## src/rtl/dma_seq_pkg.sv

```systemverilog
package dma_seq_pkg;

  localparam int BURST_W = 8;

  typedef enum logic [2:0] {
    ST_IDLE,
    ST_SETUP,
    ST_REQ,
    ST_RETRY,
    ST_GAP
  } seqState_t;

  typedef struct packed {
    logic loadXfer;
    logic loadRead;
    logic loadWrite;
    logic beat;
    logic commit;
    logic gapLoad;
    logic gapTick;
  } seqCtrl_t;

endpackage

```

## src/rtl/dma_burst_size_dec.sv

```systemverilog
module dma_burst_size_dec
  import dma_seq_pkg::*;
(
  input  logic [2:0]         code,
  input  logic               wide,
  output logic [BURST_W-1:0] beats,
  output logic               codeOk
);

  logic [2:0] expo;

  always_comb begin
    codeOk = 1'b1;
    unique case (code)
      3'd0, 3'd1: expo = 3'd2;
      3'd2:       expo = 3'd3;
      3'd3:       expo = 3'd4;
      3'd4:       expo = 3'd5;
      3'd5, 3'd6: expo = 3'd6;
      default: begin
        expo   = 3'd0;
        codeOk = 1'b0;
      end
    endcase
  end

  // narrow beats double the count, so the exponent grows by one
  assign beats = codeOk ? (BURST_W'(1) << (expo + {2'b00, ~wide})) : '0;


  always_comb begin
    if (codeOk) begin
      pow_two_chk: assert ($countones(beats) == 1);
    end
  end

endmodule

```

## src/rtl/dma_seq_datapath.sv

```systemverilog
module dma_seq_datapath
  import dma_seq_pkg::*;
#(
  parameter int CNT_W   = 16,
  parameter int GAP_LEN = 4
) (
  input  logic             clk,
  input  logic             rstN,
  input  seqCtrl_t         ctrl,
  input  logic [CNT_W-1:0] byteCount,
  input  logic [2:0]       burstCode,
  input  logic             wide,
  input  logic             srcIo,
  input  logic             dstIo,
  input  logic             phaseWrite,
  output logic             startCodeBad,
  output logic             remZero,
  output logic             lastChunk,
  output logic             burstLast,
  output logic             gapDone,
  output logic             spaceIo
);

  localparam int GW = $clog2(GAP_LEN + 1);

  logic [CNT_W-1:0]   remBeats, chunkQ, burstLeft, chunk, beatsIn;
  logic [CNT_W:0]     roundSum;
  logic [GW-1:0]      gapCnt;
  logic [2:0]         codeQ;
  logic               wideQ, srcQ, dstQ;
  logic [BURST_W-1:0] burstBeats;
  logic               codeOkQ;

  dma_burst_size_dec u_dec (
    .code  (codeQ),
    .wide  (wideQ),
    .beats (burstBeats),
    .codeOk(codeOkQ)
  );

  assign startCodeBad = &burstCode;
  assign roundSum     = {1'b0, byteCount} + (wide ? (CNT_W+1)'(7) : (CNT_W+1)'(3));
  assign beatsIn      = wide ? CNT_W'(roundSum >> 3) : CNT_W'(roundSum >> 2);
  assign chunk        = (remBeats < CNT_W'(burstBeats)) ? remBeats : CNT_W'(burstBeats);

  always_ff @(posedge clk) begin
    if (!rstN) begin
      remBeats  <= '0;
      chunkQ    <= '0;
      burstLeft <= '0;
      gapCnt    <= '0;
      codeQ     <= '0;
      wideQ     <= 1'b0;
      srcQ      <= 1'b0;
      dstQ      <= 1'b0;
    end else begin
      if (ctrl.loadXfer) begin
        remBeats <= beatsIn;
        codeQ    <= burstCode;
        wideQ    <= wide;
        srcQ     <= srcIo;
        dstQ     <= dstIo;
      end else if (ctrl.commit) begin
        remBeats <= remBeats - chunkQ;
      end
      if (ctrl.loadRead) begin
        chunkQ    <= chunk;
        burstLeft <= chunk;
      end else if (ctrl.loadWrite) begin
        burstLeft <= chunkQ;
      end else if (ctrl.beat) begin
        burstLeft <= burstLeft - 1'b1;
      end
      if (ctrl.gapLoad) begin
        gapCnt <= GW'(GAP_LEN - 1);
      end else if (ctrl.gapTick && gapCnt != '0) begin
        gapCnt <= gapCnt - 1'b1;
      end
    end
  end

  assign remZero   = (remBeats == '0);
  assign lastChunk = (remBeats == chunkQ);
  assign burstLast = (burstLeft == CNT_W'(1));
  assign gapDone   = (gapCnt == '0);
  assign spaceIo   = phaseWrite ? dstQ : srcQ;


  no_underflow_chk: assert property (@(posedge clk) disable iff (!rstN)
    ctrl.beat |-> burstLeft != '0);


  burst_bound_chk: assert property (@(posedge clk) disable iff (!rstN)
    (burstLeft != '0) |-> (codeOkQ && burstLeft <= CNT_W'(burstBeats)));


  commit_room_chk: assert property (@(posedge clk) disable iff (!rstN)
    ctrl.commit |-> remBeats >= chunkQ);

endmodule

```

## src/rtl/dma_seq_control.sv

```systemverilog
module dma_seq_control
  import dma_seq_pkg::*;
#(
  parameter int GAP_LEN = 4
) (
  input  logic     clk,
  input  logic     rstN,
  input  logic     start,
  input  logic     startCodeBad,
  input  logic     remZero,
  input  logic     lastChunk,
  input  logic     burstLast,
  input  logic     gapDone,
  input  logic     busGrant,
  input  logic     busReady,
  input  logic     busRetry,
  output seqCtrl_t ctrl,
  output logic     busReq,
  output logic     phaseWrite,
  output logic     done,
  output logic     cfgErr
);

  seqState_t state, nextState;
  logic      nextPhase, nextDone, nextCfgErr;
  logic      beatFire, retryHit;

  assign busReq   = (state == ST_REQ);
  assign retryHit = busGrant && busRetry;
  assign beatFire = busGrant && busReady && !busRetry;

  always_comb begin
    ctrl       = '0;
    nextState  = state;
    nextPhase  = phaseWrite;
    nextDone   = 1'b0;
    nextCfgErr = cfgErr;
    unique case (state)
      ST_IDLE: begin
        if (start) begin
          if (startCodeBad) begin
            nextCfgErr = 1'b1;
          end else begin
            nextCfgErr    = 1'b0;
            ctrl.loadXfer = 1'b1;
            nextState     = ST_SETUP;
          end
        end
      end
      ST_SETUP: begin
        if (remZero) begin
          nextDone  = 1'b1;
          nextState = ST_IDLE;
        end else begin
          ctrl.loadRead = 1'b1;
          nextPhase     = 1'b0;
          nextState     = ST_REQ;
        end
      end
      ST_REQ: begin
        if (retryHit) begin
          nextState = ST_RETRY;
        end else if (beatFire) begin
          ctrl.beat = 1'b1;
          if (burstLast) begin
            if (phaseWrite && lastChunk) begin
              ctrl.commit = 1'b1;
              nextDone    = 1'b1;
              nextState   = ST_IDLE;
            end else begin
              ctrl.commit  = phaseWrite;
              ctrl.gapLoad = 1'b1;
              nextState    = ST_GAP;
            end
          end
        end
      end
      ST_RETRY: nextState = ST_REQ;
      ST_GAP: begin
        ctrl.gapTick = 1'b1;
        if (gapDone) begin
          nextState = ST_REQ;
          if (phaseWrite) begin
            ctrl.loadRead = 1'b1;
            nextPhase     = 1'b0;
          end else begin
            ctrl.loadWrite = 1'b1;
            nextPhase      = 1'b1;
          end
        end
      end
      default: nextState = ST_IDLE;
    endcase
  end

  always_ff @(posedge clk) begin
    if (!rstN) begin
      state      <= ST_IDLE;
      phaseWrite <= 1'b0;
      done       <= 1'b0;
      cfgErr     <= 1'b0;
    end else begin
      state      <= nextState;
      phaseWrite <= nextPhase;
      done       <= nextDone;
      cfgErr     <= nextCfgErr;
    end
  end

  // run length of low request, for the gap checks below
  localparam int LW = $clog2(GAP_LEN + 2) + 1;
  logic [LW-1:0] lowRun;

  always_ff @(posedge clk) begin
    if (!rstN)            lowRun <= '0;
    else if (busReq)      lowRun <= '0;
    else if (lowRun != '1) lowRun <= lowRun + 1'b1;
  end


  fair_gap_chk: assert property (@(posedge clk) disable iff (!rstN)
    ($rose(busReq) && $past(state) == ST_GAP) |-> lowRun == LW'(GAP_LEN));


  retry_gap_chk: assert property (@(posedge clk) disable iff (!rstN)
    ($rose(busReq) && $past(state) == ST_RETRY) |-> lowRun == LW'(1));


  cfg_quiet_chk: assert property (@(posedge clk) disable iff (!rstN)
    cfgErr |-> (!busReq && !done));


  done_pulse_chk: assert property (@(posedge clk) disable iff (!rstN)
    done |=> !done);


  done_idle_chk: assert property (@(posedge clk) disable iff (!rstN)
    done |-> !busReq);

endmodule

```

## src/rtl/dma_burst_seq.sv

```systemverilog
module dma_burst_seq
  import dma_seq_pkg::*;
#(
  parameter int CNT_W   = 16,
  parameter int GAP_LEN = 4
) (
  input  logic             clk,
  input  logic             rstN,
  input  logic             start,
  input  logic [CNT_W-1:0] byteCount,
  input  logic [2:0]       burstCode,
  input  logic             wide,
  input  logic             srcIo,
  input  logic             dstIo,
  input  logic             busGrant,
  input  logic             busReady,
  input  logic             busRetry,
  output logic             busReq,
  output logic             phaseWrite,
  output logic             spaceIo,
  output logic             done,
  output logic             cfgErr
);

  seqCtrl_t ctrl;
  logic     startCodeBad, remZero, lastChunk, burstLast, gapDone;

  dma_seq_control #(.GAP_LEN(GAP_LEN)) u_ctl (
    .clk         (clk),
    .rstN        (rstN),
    .start       (start),
    .startCodeBad(startCodeBad),
    .remZero     (remZero),
    .lastChunk   (lastChunk),
    .burstLast   (burstLast),
    .gapDone     (gapDone),
    .busGrant    (busGrant),
    .busReady    (busReady),
    .busRetry    (busRetry),
    .ctrl        (ctrl),
    .busReq      (busReq),
    .phaseWrite  (phaseWrite),
    .done        (done),
    .cfgErr      (cfgErr)
  );

  dma_seq_datapath #(.CNT_W(CNT_W), .GAP_LEN(GAP_LEN)) u_dp (
    .clk         (clk),
    .rstN        (rstN),
    .ctrl        (ctrl),
    .byteCount   (byteCount),
    .burstCode   (burstCode),
    .wide        (wide),
    .srcIo       (srcIo),
    .dstIo       (dstIo),
    .phaseWrite  (phaseWrite),
    .startCodeBad(startCodeBad),
    .remZero     (remZero),
    .lastChunk   (lastChunk),
    .burstLast   (burstLast),
    .gapDone     (gapDone),
    .spaceIo     (spaceIo)
  );

endmodule

```

## config.mk

```make
export PLATFORM = sky130hd
export DESIGN_NAME = dma_burst_seq
export DESIGN_NICKNAME = d
export VERILOG_FILES = /design/src/rtl/dma_seq_pkg.sv /design/src/rtl/dma_burst_size_dec.sv /design/src/rtl/dma_seq_datapath.sv /design/src/rtl/dma_seq_control.sv /design/src/rtl/dma_burst_seq.sv
export SDC_FILE = /design/constraint.sdc
export NUM_CORES = 1
export LEC_CHECK = 0
export BUFFER_PORTS_ARGS = -buffer_cell sky130_fd_sc_hd__buf_4
export CORE_ASPECT_RATIO = 1.75
export CORE_UTILIZATION = 25
export CTS_CLUSTER_SIZE = 16
export DETAILED_ROUTE_END_ITERATION = 10
export GPL_TIMING_DRIVEN = 0
export HOLD_SLACK_MARGIN = 0.05
export SETUP_SLACK_MARGIN = 0.05
export SLEW_MARGIN = 20
export SYNTH_ARGS = -nofsm -noshare
export SYNTH_HDL_FRONTEND = slang
export SYNTH_HIERARCHICAL = 1
export SYNTH_SLANG_ARGS = --single-unit
```

## constraint.sdc

```tcl
create_clock -name clk -period 3.41 [get_ports clk]
set_input_delay 0.341 -clock clk [delete_from_list [all_inputs] [get_ports clk]]
set_output_delay 0.341 -clock clk [all_outputs]
set_load 0.02 [all_outputs]
```

==> reports/metrics.sh <==
POST-ROUTE-DRC-COUNT=0
REG2REG_SLACK_PS=90
CTS.REPORTEDPATHS.CLKPINSLEW_PS=60
MAXIMUM_NUMBER_OF_PINS_ON_ONE_NET_BEFORE_GLOBAL_ROUTE_REPAIR=15
ACHIEVABLE-FREQUENCY_GHz=0.301
CELL_TYPE_GROUP_WITH_THE_LARGEST_TOTAL_DELAY_ON_THE_CRITICAL_PATH='simple AND/OR/NAND/NOR gates'
PWR_DENSITY_CELL_nW_PER_UM2=972
FINAL_CELL_COUNT_NO_FILL=913
HOLDCRITPATHCLASS='primary input to register'
NUMBER_OF_BUFFERS_INSERTED_DURING_CLOCK_TREE_SYNTHESIS=9
MAX-VDD-IR-DROP_mV=0.407
DRT-WIRELENGTH-PER-CELL_MICRONS=15.7
GRT_ANTENNA_BEFORE_REPAIR=0
SYNTH_WARN=6
INSERTION_DELAY_PS=340
POST-PLACE-WS_PS=-769
AVGSYNTHCELLAREA_SQ_UM=7.78
HTREE_NUM_LEVELS=3
POWER_uW=5760
CRITPATHCAPTURETYPE='register'
DIE-HEIGHT_MICRONS=186
GLOBALROUTEOVERFLOWTOTAL=0
SETUP.WORST_PATH.START_CLASS='register'
DIE_WIDTH_MICRONS=107
TRITONCTS='done'
ANTENNADIODECOUNT=0
PERIOD_SHARE_PCT=97.4
AREA_GROWTH_PCT=23.0
ROUTED_WIRE_LENGTH_MICRONS=14400
FLOORPLAN.INITIALDENSITY_PCT=25.7
GLOBAL_ROUTE.USAGE.TOTAL_PCT=14.8
PATH_MAX_FANOUT=7
AREA_OF_THE_DIE_SQ_UM=19800
GRT_SETUP_UNREPAIRED='yes'
WORSTMARGINPINSLEW_PS=796
CP_DATA_REQUIRED_TIME_PS=3650
PLACE_INST=889
FIN_WS_PS=89.9
STATUS='finished clean'
WORST_EP_ARRIVAL_TIME_PS=3560
TIMING.MAX_CAP.VIOLATIONS=0
DESIGN.CORE.AREA_SQ_UM=18700
CTS_ROOT_BUFFER='sky130_fd_sc_hd__clkbuf_16'
WORST_PATH_MOST_REPEATED_CELL='sky130_fd_sc_hd__and3_4'
LAYOUT-DRIVE-GT1-SHARE_PCT=17.0
POWER_LEAKAGE_uW=0.00228
ROUTED_VIA_DENSITY=5.20
BUFFER_PORTS.INSERTED=32
CLOCK-SINKS=63
TIMING.FINAL.CRIT_PERIOD_PS=3320
TIMING.FINAL.MAX_SLEW_VIOLATIONS=0
SLEW_HEADROOM_PCT=46.4
IO_PINS=33
GRT_FIRST_PASS_WIRELENGTH_MICRONS=22900
VIA_COUNT=4747
ANTENNA_LEFT=0
CP_SLOWEST_CELL='sky130_fd_sc_hd__a2111oi_0'
HOLD_VIOL=0
POSTSYNTHCELLCOUNT=619
HOLDWS_PS=248
DETAIL_ROUTE.ITER0.VIOLATIONS=225
FIRST_GLOBAL_VIAS=4749
CTSHOLDBUFFERS=0
FLOORPLAN.ROWS=66
PLACE.GP.CONGESTION=0.887
WORST_CLOCK_SKEW_PS=3.81
CRITPATHBUFINV=2
MAX-CLOCK-PATH-BUFFERS=2
SETUP_VIOLATING_ENDPOINT_COUNT_IN_THE_FINAL_REPORT=0
DP_HPWL_MICRONS=11200
TOTAL_ITERATIONS_OF_THE_FIRST_DETAILED_ROUTING_RUN=6
POST_SYNTH_INSTANCE_AREA_SQ_UM=4820
CRIT_PATH_CELL_TRACE='or3_4 -> or4_4 -> buf_6 -> nor4_4 -> and3_4 -> and4b_1 -> and3_4 -> inv_1 -> a2111oi_0 -> a311oi_2 -> o31ai_1'
CRITICAL_PATH_CLASS='register to register'
WORST_PATH_LARGEST_CELL_DELAY_PS=540
NNETSFINAL=728
SYNTH_FP_NETS=677
## registers in the layout, indices dropped and copies added (netlist names)
name,count
u_ctl/state,3
u_dp/gapCnt,3
u_dp/remBeats,16
u_dp/dstQ,1
u_ctl/phaseWrite,1
u_ctl/cfgErr,1
u_dp/srcQ,1
u_dp/wideQ,1
u_dp/chunkQ,16
u_dp/burstLeft,16
u_dp/codeQ,3
u_ctl/done,1
## layout make-up
class,count,area (sq um)
timing repair buffer,41,324
buffer,28,129
multi-input combinational,488,3410
sequential,63,1270
fill,1997,12800
clock buffer,10,239
clock inverter,6,108
tap,238,298
inverter,39,146
## layout by cell type (no fill, tap or decap), types with 7 or more instances in the layout
master,n
sky130_fd_sc_hd__nor2_1,73
sky130_fd_sc_hd__dfxtp_1,60
sky130_fd_sc_hd__a21oi_1,46
sky130_fd_sc_hd__buf_4,42
sky130_fd_sc_hd__nand2_1,39
sky130_fd_sc_hd__inv_1,36
sky130_fd_sc_hd__o21ai_0,32
sky130_fd_sc_hd__ha_1,28
sky130_fd_sc_hd__clkbuf_1,19
sky130_fd_sc_hd__mux2i_1,18
sky130_fd_sc_hd__xnor2_1,17
sky130_fd_sc_hd__nand3_1,16
sky130_fd_sc_hd__nor3_1,14
sky130_fd_sc_hd__nand2b_1,12
sky130_fd_sc_hd__xor2_1,11
sky130_fd_sc_hd__a211oi_1,11
sky130_fd_sc_hd__nand4_1,10
sky130_fd_sc_hd__clkbuf_16,9
sky130_fd_sc_hd__nor4_1,9
sky130_fd_sc_hd__o211ai_1,7
## per-stage QoR
stage | TNS [ps] | utilization (%) | area (sq um)
6_report | 0 | 31.6 | 5920
2_1_floorplan | 0 | - | 4820
3_3_place_gp | -11310 | 28.6 | 5360
5_1_grt | 0 | 31.6 | 5920
3_5_place_dp | -11890 | 28.6 | 5360
4_1_cts | 0 | 30.8 | 5770
## final timing paths
kind	depth (start not counted)	startpoint	to
setup / recovery	11	u_dp/burstLeft[7]	u_dp/remBeats[10]
setup reg to reg	11	u_dp/burstLeft[7]	u_dp/remBeats[10]
hold reg to reg	2	u_dp/chunkQ[8]	u_dp/chunkQ[8]
hold / removal	3	dstIo	u_dp/dstQ
## power by group
part | switching [uW] | internal [uW] | leakage (uW)
Sequential | 195 | 914 | 0.000515
Combinational | 2020 | 1540 | 0.00159
Clock | 358 | 731 | 0.000168
Total | 2570 | 3190 | 0.00228
## repair_timing
item	in CTS	in global routing
pin swaps	2	8
setup endpoints to repair	32	25
resized for setup	14	26
setup buffers	2	7
hold endpoints to repair	0	0
## worst register-to-register path, stage by stage (launching register included)
cell and delay (ps):
sky130_fd_sc_hd__dfxtp_2 330, sky130_fd_sc_hd__or3_4 400, sky130_fd_sc_hd__or4_4 430, sky130_fd_sc_hd__buf_6 150, sky130_fd_sc_hd__nor4_4 260, sky130_fd_sc_hd__and3_4 250, sky130_fd_sc_hd__and4b_1 250, sky130_fd_sc_hd__and3_4 300
sky130_fd_sc_hd__inv_1 80, sky130_fd_sc_hd__a2111oi_0 540, sky130_fd_sc_hd__a311oi_2 120, sky130_fd_sc_hd__o31ai_1 110
## layer usage
metal | track usage (%) | vias to the layer above | share of wire [%]
met5 | 0 | - | 0
met1 | 13.8 | 2259 | 37
met3 | 0.910 | 35 | 1.6
met2 | 30.5 | 92 | 57
met4 | 9.04 | 0 | 4.3
li1 | - | 2361 | -
No activity file was read; power rests on OpenSTA's default activity.
